## src/rtl/uart_buf_flags.sv

```systemverilog
module uart_buf_flags #(
  parameter int DEPTH = 16,
  parameter int DW = 8,
  parameter int AW = 12,
  parameter int BW = 32,
  parameter logic [11:0] DATA_OFS = 12'h000,
  parameter logic [11:0] FLAG_OFS = 12'h018
) (
  input  logic          clk,
  input  logic          rst_n,
  input  logic          uart_en,
  input  logic          fifo_en,
  input  logic          two_stop,
  input  logic          bus_wr,
  input  logic          bus_rd,
  input  logic [AW-1:0] bus_addr,
  input  logic [BW-1:0] bus_wdata,
  output logic [BW-1:0] bus_rdata,
  input  logic          rx_valid,
  input  logic [DW-1:0] rx_data,
  input  logic          baud_tick,
  output logic          txd,
  output logic          rx_overrun
);
  localparam int PW  = (DEPTH > 1) ? $clog2(DEPTH) : 1;
  localparam int CW  = $clog2(DEPTH + 1);
  localparam int FW  = DW + 3;
  localparam int BCW = $clog2(FW + 1);

  logic [DW-1:0] tx_mem [DEPTH];
  logic [DW-1:0] rx_mem [DEPTH];
  logic [PW-1:0] tx_wp, tx_rp, rx_wp, rx_rp;
  logic [CW-1:0] tx_cnt, rx_cnt, cap;
  logic          mode_q, flush;
  logic [FW-1:0] sh_reg;
  logic [BCW-1:0] sh_left;
  logic          sh_act;

  logic sel_data, sel_flag;
  logic tx_empty, tx_full, rx_empty, rx_full, busy;
  logic tx_push, tx_pop, rx_push, rx_pop;
  logic [BW-1:0] flags;
  logic unused_wdata;

  function automatic logic [PW-1:0] nxt(input logic [PW-1:0] p);
    return (p == PW'(DEPTH - 1)) ? '0 : p + 1'b1;
  endfunction

  assign cap      = fifo_en ? CW'(DEPTH) : CW'(1);
  assign flush    = fifo_en != mode_q;
  assign sel_data = bus_addr == AW'(DATA_OFS);
  assign sel_flag = bus_addr == AW'(FLAG_OFS);

  assign tx_empty = tx_cnt == '0;
  assign rx_empty = rx_cnt == '0;
  assign tx_full  = tx_cnt >= cap;
  assign rx_full  = rx_cnt >= cap;
  assign busy     = !tx_empty || sh_act;

  assign tx_push = bus_wr && sel_data && !tx_full && !flush;
  assign tx_pop  = !sh_act && uart_en && !tx_empty && !flush;
  assign rx_push = rx_valid && !rx_full && !flush;
  assign rx_pop  = bus_rd && sel_data && !rx_empty && !flush;

  assign flags = {{(BW-8){1'b0}}, tx_empty, rx_full, tx_full, rx_empty, busy, 3'b000};
  assign unused_wdata = &{1'b0, bus_wdata[BW-1:DW]};

  always_comb begin
    bus_rdata = '0;
    if (sel_flag)
      bus_rdata = flags;
    else if (sel_data && !rx_empty)
      bus_rdata = {{(BW-DW){1'b0}}, rx_mem[rx_rp]};
  end

  assign txd = !sh_act || sh_reg[0];

  always_ff @(posedge clk) begin
    if (tx_push) tx_mem[tx_wp] <= bus_wdata[DW-1:0];
    if (rx_push) rx_mem[rx_wp] <= rx_data;
  end

  always_ff @(posedge clk) begin
    if (!rst_n) begin
      mode_q <= fifo_en;
      tx_cnt <= '0; tx_wp <= '0; tx_rp <= '0;
      rx_cnt <= '0; rx_wp <= '0; rx_rp <= '0;
      rx_overrun <= 1'b0;
    end else begin
      mode_q <= fifo_en;
      rx_overrun <= rx_valid && rx_full && !flush;
      if (flush) begin
        tx_cnt <= '0; tx_wp <= '0; tx_rp <= '0;
        rx_cnt <= '0; rx_wp <= '0; rx_rp <= '0;
      end else begin
        if (tx_push) tx_wp <= nxt(tx_wp);
        if (tx_pop)  tx_rp <= nxt(tx_rp);
        tx_cnt <= tx_cnt + CW'(tx_push) - CW'(tx_pop);
        if (rx_push) rx_wp <= nxt(rx_wp);
        if (rx_pop)  rx_rp <= nxt(rx_rp);
        rx_cnt <= rx_cnt + CW'(rx_push) - CW'(rx_pop);
      end
    end
  end

  always_ff @(posedge clk) begin
    if (!rst_n) begin
      sh_act  <= 1'b0;
      sh_reg  <= '1;
      sh_left <= '0;
    end else if (tx_pop) begin
      sh_act  <= 1'b1;
      sh_reg  <= {2'b11, tx_mem[tx_rp], 1'b0};
      sh_left <= two_stop ? BCW'(FW) : BCW'(FW - 1);
    end else if (sh_act && baud_tick) begin
      sh_reg  <= {1'b1, sh_reg[FW-1:1]};
      sh_left <= sh_left - 1'b1;
      if (sh_left == BCW'(1)) sh_act <= 1'b0;
    end
  end

  assert_tx_no_overflow_R3: assert property (@(posedge clk) disable iff (!rst_n)
    !flush |-> (tx_cnt <= cap && rx_cnt <= cap));
  assert_reserved_zero_R2: assert property (@(posedge clk) disable iff (!rst_n)
    sel_flag |-> (bus_rdata[BW-1:8] == '0 && bus_rdata[2:0] == 3'b000));
  assert_busy_in_frame_R6: assert property (@(posedge clk) disable iff (!rst_n)
    !txd |-> bus_rdata[3] || !sel_flag);
  assert_idle_line_R7: assert property (@(posedge clk) disable iff (!rst_n)
    !busy |-> txd);
  assert_load_needs_enable_R8: assert property (@(posedge clk) disable iff (!rst_n)
    $rose(sh_act) |-> $past(uart_en));
  assert_flush_clears_R10: assert property (@(posedge clk) disable iff (!rst_n)
    flush |=> (tx_cnt == '0 && rx_cnt == '0));
  assert_overrun_drop_R12: assert property (@(posedge clk) disable iff (!rst_n)
    (rx_valid && rx_full && !flush && !rx_pop) |=> (rx_overrun && $stable(rx_cnt)));
endmodule

```

## config.mk

```make
export PLATFORM = sky130hd
export DESIGN_NAME = uart_buf_flags
export DESIGN_NICKNAME = d
export VERILOG_FILES = /design/src/rtl/uart_buf_flags.sv
export SDC_FILE = /design/constraint.sdc
export NUM_CORES = 1
export LEC_CHECK = 0
export ABC_AREA = 1
export CORE_MARGIN = 4
export CORE_UTILIZATION = 32
export DETAILED_ROUTE_END_ITERATION = 6
export HOLD_SLACK_MARGIN = 0.15
export PLACE_DENSITY_LB_ADDON = 0.1
export SLEW_MARGIN = 40
export SYNTH_ARGS = -nofsm -noshare
export SYNTH_HDL_FRONTEND = slang
export SYNTH_SLANG_ARGS = --single-unit
```

## constraint.sdc

```tcl
create_clock -name clk -period 5 [get_ports clk]
set_clock_uncertainty 0.2 [all_clocks]
set_input_delay 1 -clock clk [delete_from_list [all_inputs] [get_ports clk]]
set_output_delay 1 -clock clk [all_outputs]
set_load 0.02 [all_outputs]
```

# [Word level (Yosys, flattened, before mapping)]
# Memories as Yosys holds them, arrays and structs flattened. A register that Yosys moved wholly into a read port is not among the register bits.
# Index checks and enable logic that the tools add are counted.
# W data, S select, Z words.
[totals] input_bits=61 mem_bits_rw=256 elab_cells=85 ff_bits=42 output_inout_bits=34 mem_count=2
[mem_list] memory="rx_mem" depth=16 word_bits=8 rd=1 rd_clocked_by_memory_dff=1 write_ports=1 line="31" text="logic [DW-1:0] rx_mem [DEPTH];"
[mem_list] memory="tx_mem" depth=16 word_bits=8 rd=1 rd_clocked_by_memory_dff=1 write_ports=1 line="30" text="logic [DW-1:0] tx_mem [DEPTH];"
[op_classes] reduce_logical=30 bitwise=1 add_sub_neg=9 n_eq_ne=7 mux=23 n_lt_le_gt_ge=2
[ops] operator="$mux W4" count=10
[ops] operator="$mux W32" count=1
[ops] operator="$mux W9" count=2
[ops] operator="$add A4 B1 Y4 const B" count=4
[ops] operator="$eq A4 B4 Y1 const B" count=4
[ops] operator="$logic_and A1 B1 Y1" count=15
[ops] operator="$eq A12 B5 Y1 const B" count=1
[ops] operator="$logic_not A12 Y1" count=1
[ops] operator="$add A5 B1 Y5" count=2
[ops] operator="$ge A5 B5 Y1" count=2
[ops] operator="$logic_not A5 Y1" count=2
[ops] operator="$sub A5 B1 Y5" count=2
[ops] operator="$mux W1" count=8
[ops] operator="$mux W8" count=1
[ops] operator="$logic_not A1 Y1" count=6
[ops] operator="$mux W5" count=1
[ops] operator="$eq A4 B1 Y1 const B" count=1
[ops] operator="$reduce_bool A2 Y1" count=2
[ops] operator="$sub A4 B1 Y4 const B" count=1
[ops] operator="$logic_or A1 B1 Y1" count=2
[ops] operator="$reduce_and A2 Y1" count=1
[ops] operator="$reduce_or A2 Y1" count=1
[ops] operator="$ne A1 B1 Y1" count=1
[ops] operator="$not A1 Y1" count=1

# [Longest topological paths before layout]
[depth] word_depth=7 ltp_mapped=17 mapped_depth_nobuf=17

# [Worst setup path after synthesis]
# Ideal clock, no wire load.
[synth_timing] kind="input -> register" startpoint="in fifo_en" endpoint="reg tx_cnt[4]" t_arrival_ns=3.229 n_path_buf=0 path_slack_ns=1.501 setup_time_ns=0.070 cell_stages=16 required_ns=4.730 path_cell_list="inv_1 -> ha_1 -> nand3_1 -> nand3_1 -> a21oi_1 -> nand2_1 -> ha_1 -> inv_1 -> ha_1 -> inv_1 -> fa_1 -> nor2_1 -> nor2_1 -> o21bai_1 -> o21ai_0 -> a21oi_1"
[synth_via] elab_chain_len=7 elab_cells_between_ends=11 classes_between="add/sub: 2; order compare: 1; eq/ne: 1; mux: 1; reduce/logical: 6"
[synth_rtl] item="start, declared" line="12" text="input logic fifo_en,"
[synth_rtl] item="$mux W5" line="49" text="assign cap = fifo_en ? CW'(DEPTH) : CW'(1);"
[synth_rtl] item="$ge A5 B5 Y1" line="56" text="assign tx_full = tx_cnt >= cap;"
[synth_rtl] item="$logic_not A1 Y1" line="60" text="assign tx_push = bus_wr && sel_data && !tx_full && !flush;"
[synth_rtl] item="$logic_and A1 B1 Y1 (2 in a row)" line="60"
[synth_rtl] item="$add A5 B1 Y5" line="98" text="tx_cnt <= tx_cnt + CW'(tx_push) - CW'(tx_pop);"
[synth_rtl] item="$sub A5 B1 Y5" line="98"
[synth_rtl] item="end signal, assigned" line="98"
[synth_rtl] item="end, declared" line="33" text="logic [CW-1:0] tx_cnt, rx_cnt, cap;"
# Parallel ways exist; a longest one is shown, timed or not.
# A chain may end at the register's enable or synchronous reset.

# [Worst setup path after layout]
[layout_timing] startpoint="in bus_addr[2]" endpoint="out bus_rdata[3]"
[layout_via] elab_chain_len=4 elab_cells_between_ends=5 classes_between="eq/ne: 1; mux: 2; reduce/logical: 2"
[layout_rtl] item="start, declared" line="16" text="input logic [AW-1:0] bus_addr,"
[layout_rtl] item="$logic_not A12 Y1" line="51" text="assign sel_data = bus_addr == AW'(DATA_OFS);"
[layout_rtl] item="$logic_and A1 B1 Y1" line="72" text="else if (sel_data && !rx_empty)"
[layout_rtl] item="$mux W8" line="72"
[layout_rtl] item="$mux W32 *" line="70" text="if (sel_flag)"
[layout_rtl] item="end, declared" line="18" text="output logic [BW-1:0] bus_rdata,"
# Every way passes the cells marked *; elsewhere a longest branch is shown, timed or not.

==> flow_summary.ini <==
[status]
outcome = completed

[logic_synthesis]
synth-simple-area-share_pct = 18.8
async_reset_ff_share_pct = 0
synth_top_family_by_area = simple AND/OR/NAND/NOR gates
ys_dominant_reg_cell = edfxtp_1
yosysTopAreaCell = edfxtp_1
synth_fa_ha_area_share_pct = 3.31
synth-seq-cells = 306
synth_top_area_share_pct = 57.7
ys_types = 40
yosysWarnings = 0
seq_area_frac_synth_pct = 65.2
synth_compound_area_share_pct = 6.29
synth_area_leaders = edfxtp_1 (58%), dfxtp_1 (7.5%), nand2_1 (6.7%)
muxShareOfSynthArea_pct = 0
synth_area_um2 = 13300
syn_avg_cell_area_um2 = 10.5
netlist_instances = 1272
synth_edf_count = 256
synthXorXnorAreaFrac_pct = 0.517

[critical_path]
rrSetupSlack_ns = 1.77
crit_path_max_incr_delay_ns = 0.65
arrival_ns = 3.31
critical_path_required_ns = 3.80
worstPathMaxFanout = 8
critical-path-slowest-cell = clkdlybuf4s50_1
cp-end-kind = output port
crit_chain = clkdlybuf4s50_1, nor2_1, nand2_1, nor2_1, nand3_1, inv_1, nand3_1, a21oi_1, clkdlybuf4s50_1
crit_type = in2out
cp-start-kind = input port

[die]
die_w_um = 212
coreArea_um2 = 41000
die_area_um2 = 44900
start_util_pct = 32.5
ios = 95
placementRows = 74
fp.dieH_um = 212

[place]
place.gp.congestion = 0.771
port_buffers = 46
place_hpwl_mm = 21.2
post-place-ws_ns = 0.497
dp.cells = 1838

[grt]
grt.busiest_layer = met2
grtUsageMet1_pct = 22.1
globalRouteMet3Util_pct = 2.58
antenna_found_initial = 0
overflow = 0
grt_max_degree = 65
met2_usage_pct = 24.0
grt_first_pass_wirelength_mm = 52.4
grt_pass1_vias = 8770
track_usage_pct = 15.3

[clocking]
cts_setup_buffers = 0
cts_made_buffers = 37
cts_root_buffer = clkbuf_16
cts_tree = built
cts_sinks = 306
h-tree-depth = 2
clock_latency_ns = 0.53
postCtsHoldBufs = 0
post_cts_resized = 0
cts.clk_slew.worst_paths_ns = 0.06
cts_buffer_depth = 3

[power_and_ir_drop]
p_clk_share_pct = 45.5
swShare_pct = 21.9
p_switching_mw = 1.23
internal_power_mw = 4.39
power-per-cell-area_nw_per_um2 = 361
leakagePower_nw = 5.67
irDropWorstVdd_uv = 223
pwr-share-seq_pct = 49.8
combPwrFrac_pct = 4.7

[route]
wl_per_cell_um = 18.1
wl_mm = 34.5
dr_total_vias = 8953
drc = 0
viasPerCell = 4.70
drt_iter0_markers = 509
first_pass_iters = 5
ant_nets = 0

[sta]
setup_ws_ns = 0.493
setup_viol = 0
maxSlewViolCount = 0
fin_tns_setup_ns = 0
rsz0062_at_grt = false
worst_slew_pin_slew_ns = 0.825
relSlewSlack_pct = 44.9
period_minus_slack_ns = 4.51
hold_viol = 0
fmax_ghz = 0.222
finalCritPeriodShare_pct = 90.1

[final_layout]
layout.cells.non_filler = 1906
diodes = 0
nets = 1440
area_delta_synth_final_pct = 17.1
drive_gt1_share_pct = 7.79

[flow_run]
cap_violations = 0

[min_path]
hold_path_class = reg2reg
cell type report:
| class | instances | area, um2 |
|---|---|---|
| Fill cell | 4113 | 25400 |
| Sequential cell | 306 | 8690 |
| Multi-Input combinational cell | 822 | 3950 |
| Clock buffer | 53 | 1060 |
| Timing Repair Buffer | 88 | 788 |
| Tap cell | 532 | 666 |
| Inverter | 90 | 343 |
| Clock inverter | 15 | 97.6 |
power groups by stage:
stage / registers [mW] / logic (mW) / clock network (mW)
global placement: 2.85 / 0.266 / 0
detailed placement: 2.85 / 0.268 / 0
CTS: 2.80 / 0.269 / 2.65
floorplan: 2.85 / 0.168 / 0
global route: 2.80 / 0.302 / 2.74
finish: 2.80 / 0.264 / 2.56
synthesized netlist by cell type (3+ instances only):
library cell,n
edfxtp_1,256
nand2_1,238
nor2_1,181
nand3_1,161
o21ai_0,92
inv_1,82
dfxtp_1,50
a21oi_1,47
ha_1,32
clkbuf_1,26
buf_4,24
buf_2,19
nor3_1,7
xor2_1,6
buf_1,5
nand4_1,5
o211ai_1,5
a31oi_1,4
clkinv_1,4
a22oi_1,3
inv_2,3
kinds of logic (layout without fill, tap and decap cells):
kind of cell | after synthesis | count (layout)
simple gates | 599 | 599
fa+ha+maj | 34 | 34
flops | 306 | 306
xor+xnor | 7 | 7
other cells | 1 | 24
buf+inv | 167 | 246
compound gates | 158 | 158
final timing paths:
kind,startpoint,to,cells past startpoint
setup reg to reg,tx_cnt[1],tx_cnt[4],17
hold reg to reg,sh_reg[4],sh_reg[3],2
setup / recovery,bus_addr[2],bus_rdata[3],9
hold / removal,sh_reg[4],sh_reg[3],2
per-layer routing:
layer  vias up  part of all wire [%]
met5         -                     0
met4         0                   1.9
met3        40                   4.0
met2       151                    45
met1      4306                    49
li1       4456                     -
per-stage QoR:
| step | power, mW | hold slack [ns] | util, % | area [um2] |
|---|---|---|---|---|
| 2_1_floorplan | 3.01 | 0.224 | - | 13400 |
| 3_3_place_gp | 3.12 | 0.242 | 35.2 | 14400 |
| 3_5_place_dp | 3.12 | 0.247 | 35.2 | 14400 |
| 4_1_cts | 5.72 | 0.261 | 38.0 | 15600 |
| 5_1_grt | 5.85 | 0.293 | 38.0 | 15600 |
| 6_report | 5.63 | 0.260 | 38.0 | 15600 |
layout by cell type (no fill, tap or decap), types with 4 or more instances in the layout:
cell,instances
edfxtp_1,256
nand2_1,238
nor2_1,180
nand3_1,161
o21ai_0,92
inv_1,82
a21oi_1,47
dfxtp_1,47
clkdlybuf4s50_1,46
buf_4,41
clkbuf_16,39
ha_1,32
conb_1,24
clkinv_1,11
clkbuf_1,11
nor3_1,7
xor2_1,6
o211ai_1,5
nand4_1,5
a31oi_1,4
clkinv_2,4
critical path: cells and delay by family:
kind	cells	cell delay, ns
compound gates	1	0.21
simple gates	5	0.69
buf+inv	3	1.40
Power figures use the tool's default switching activity.
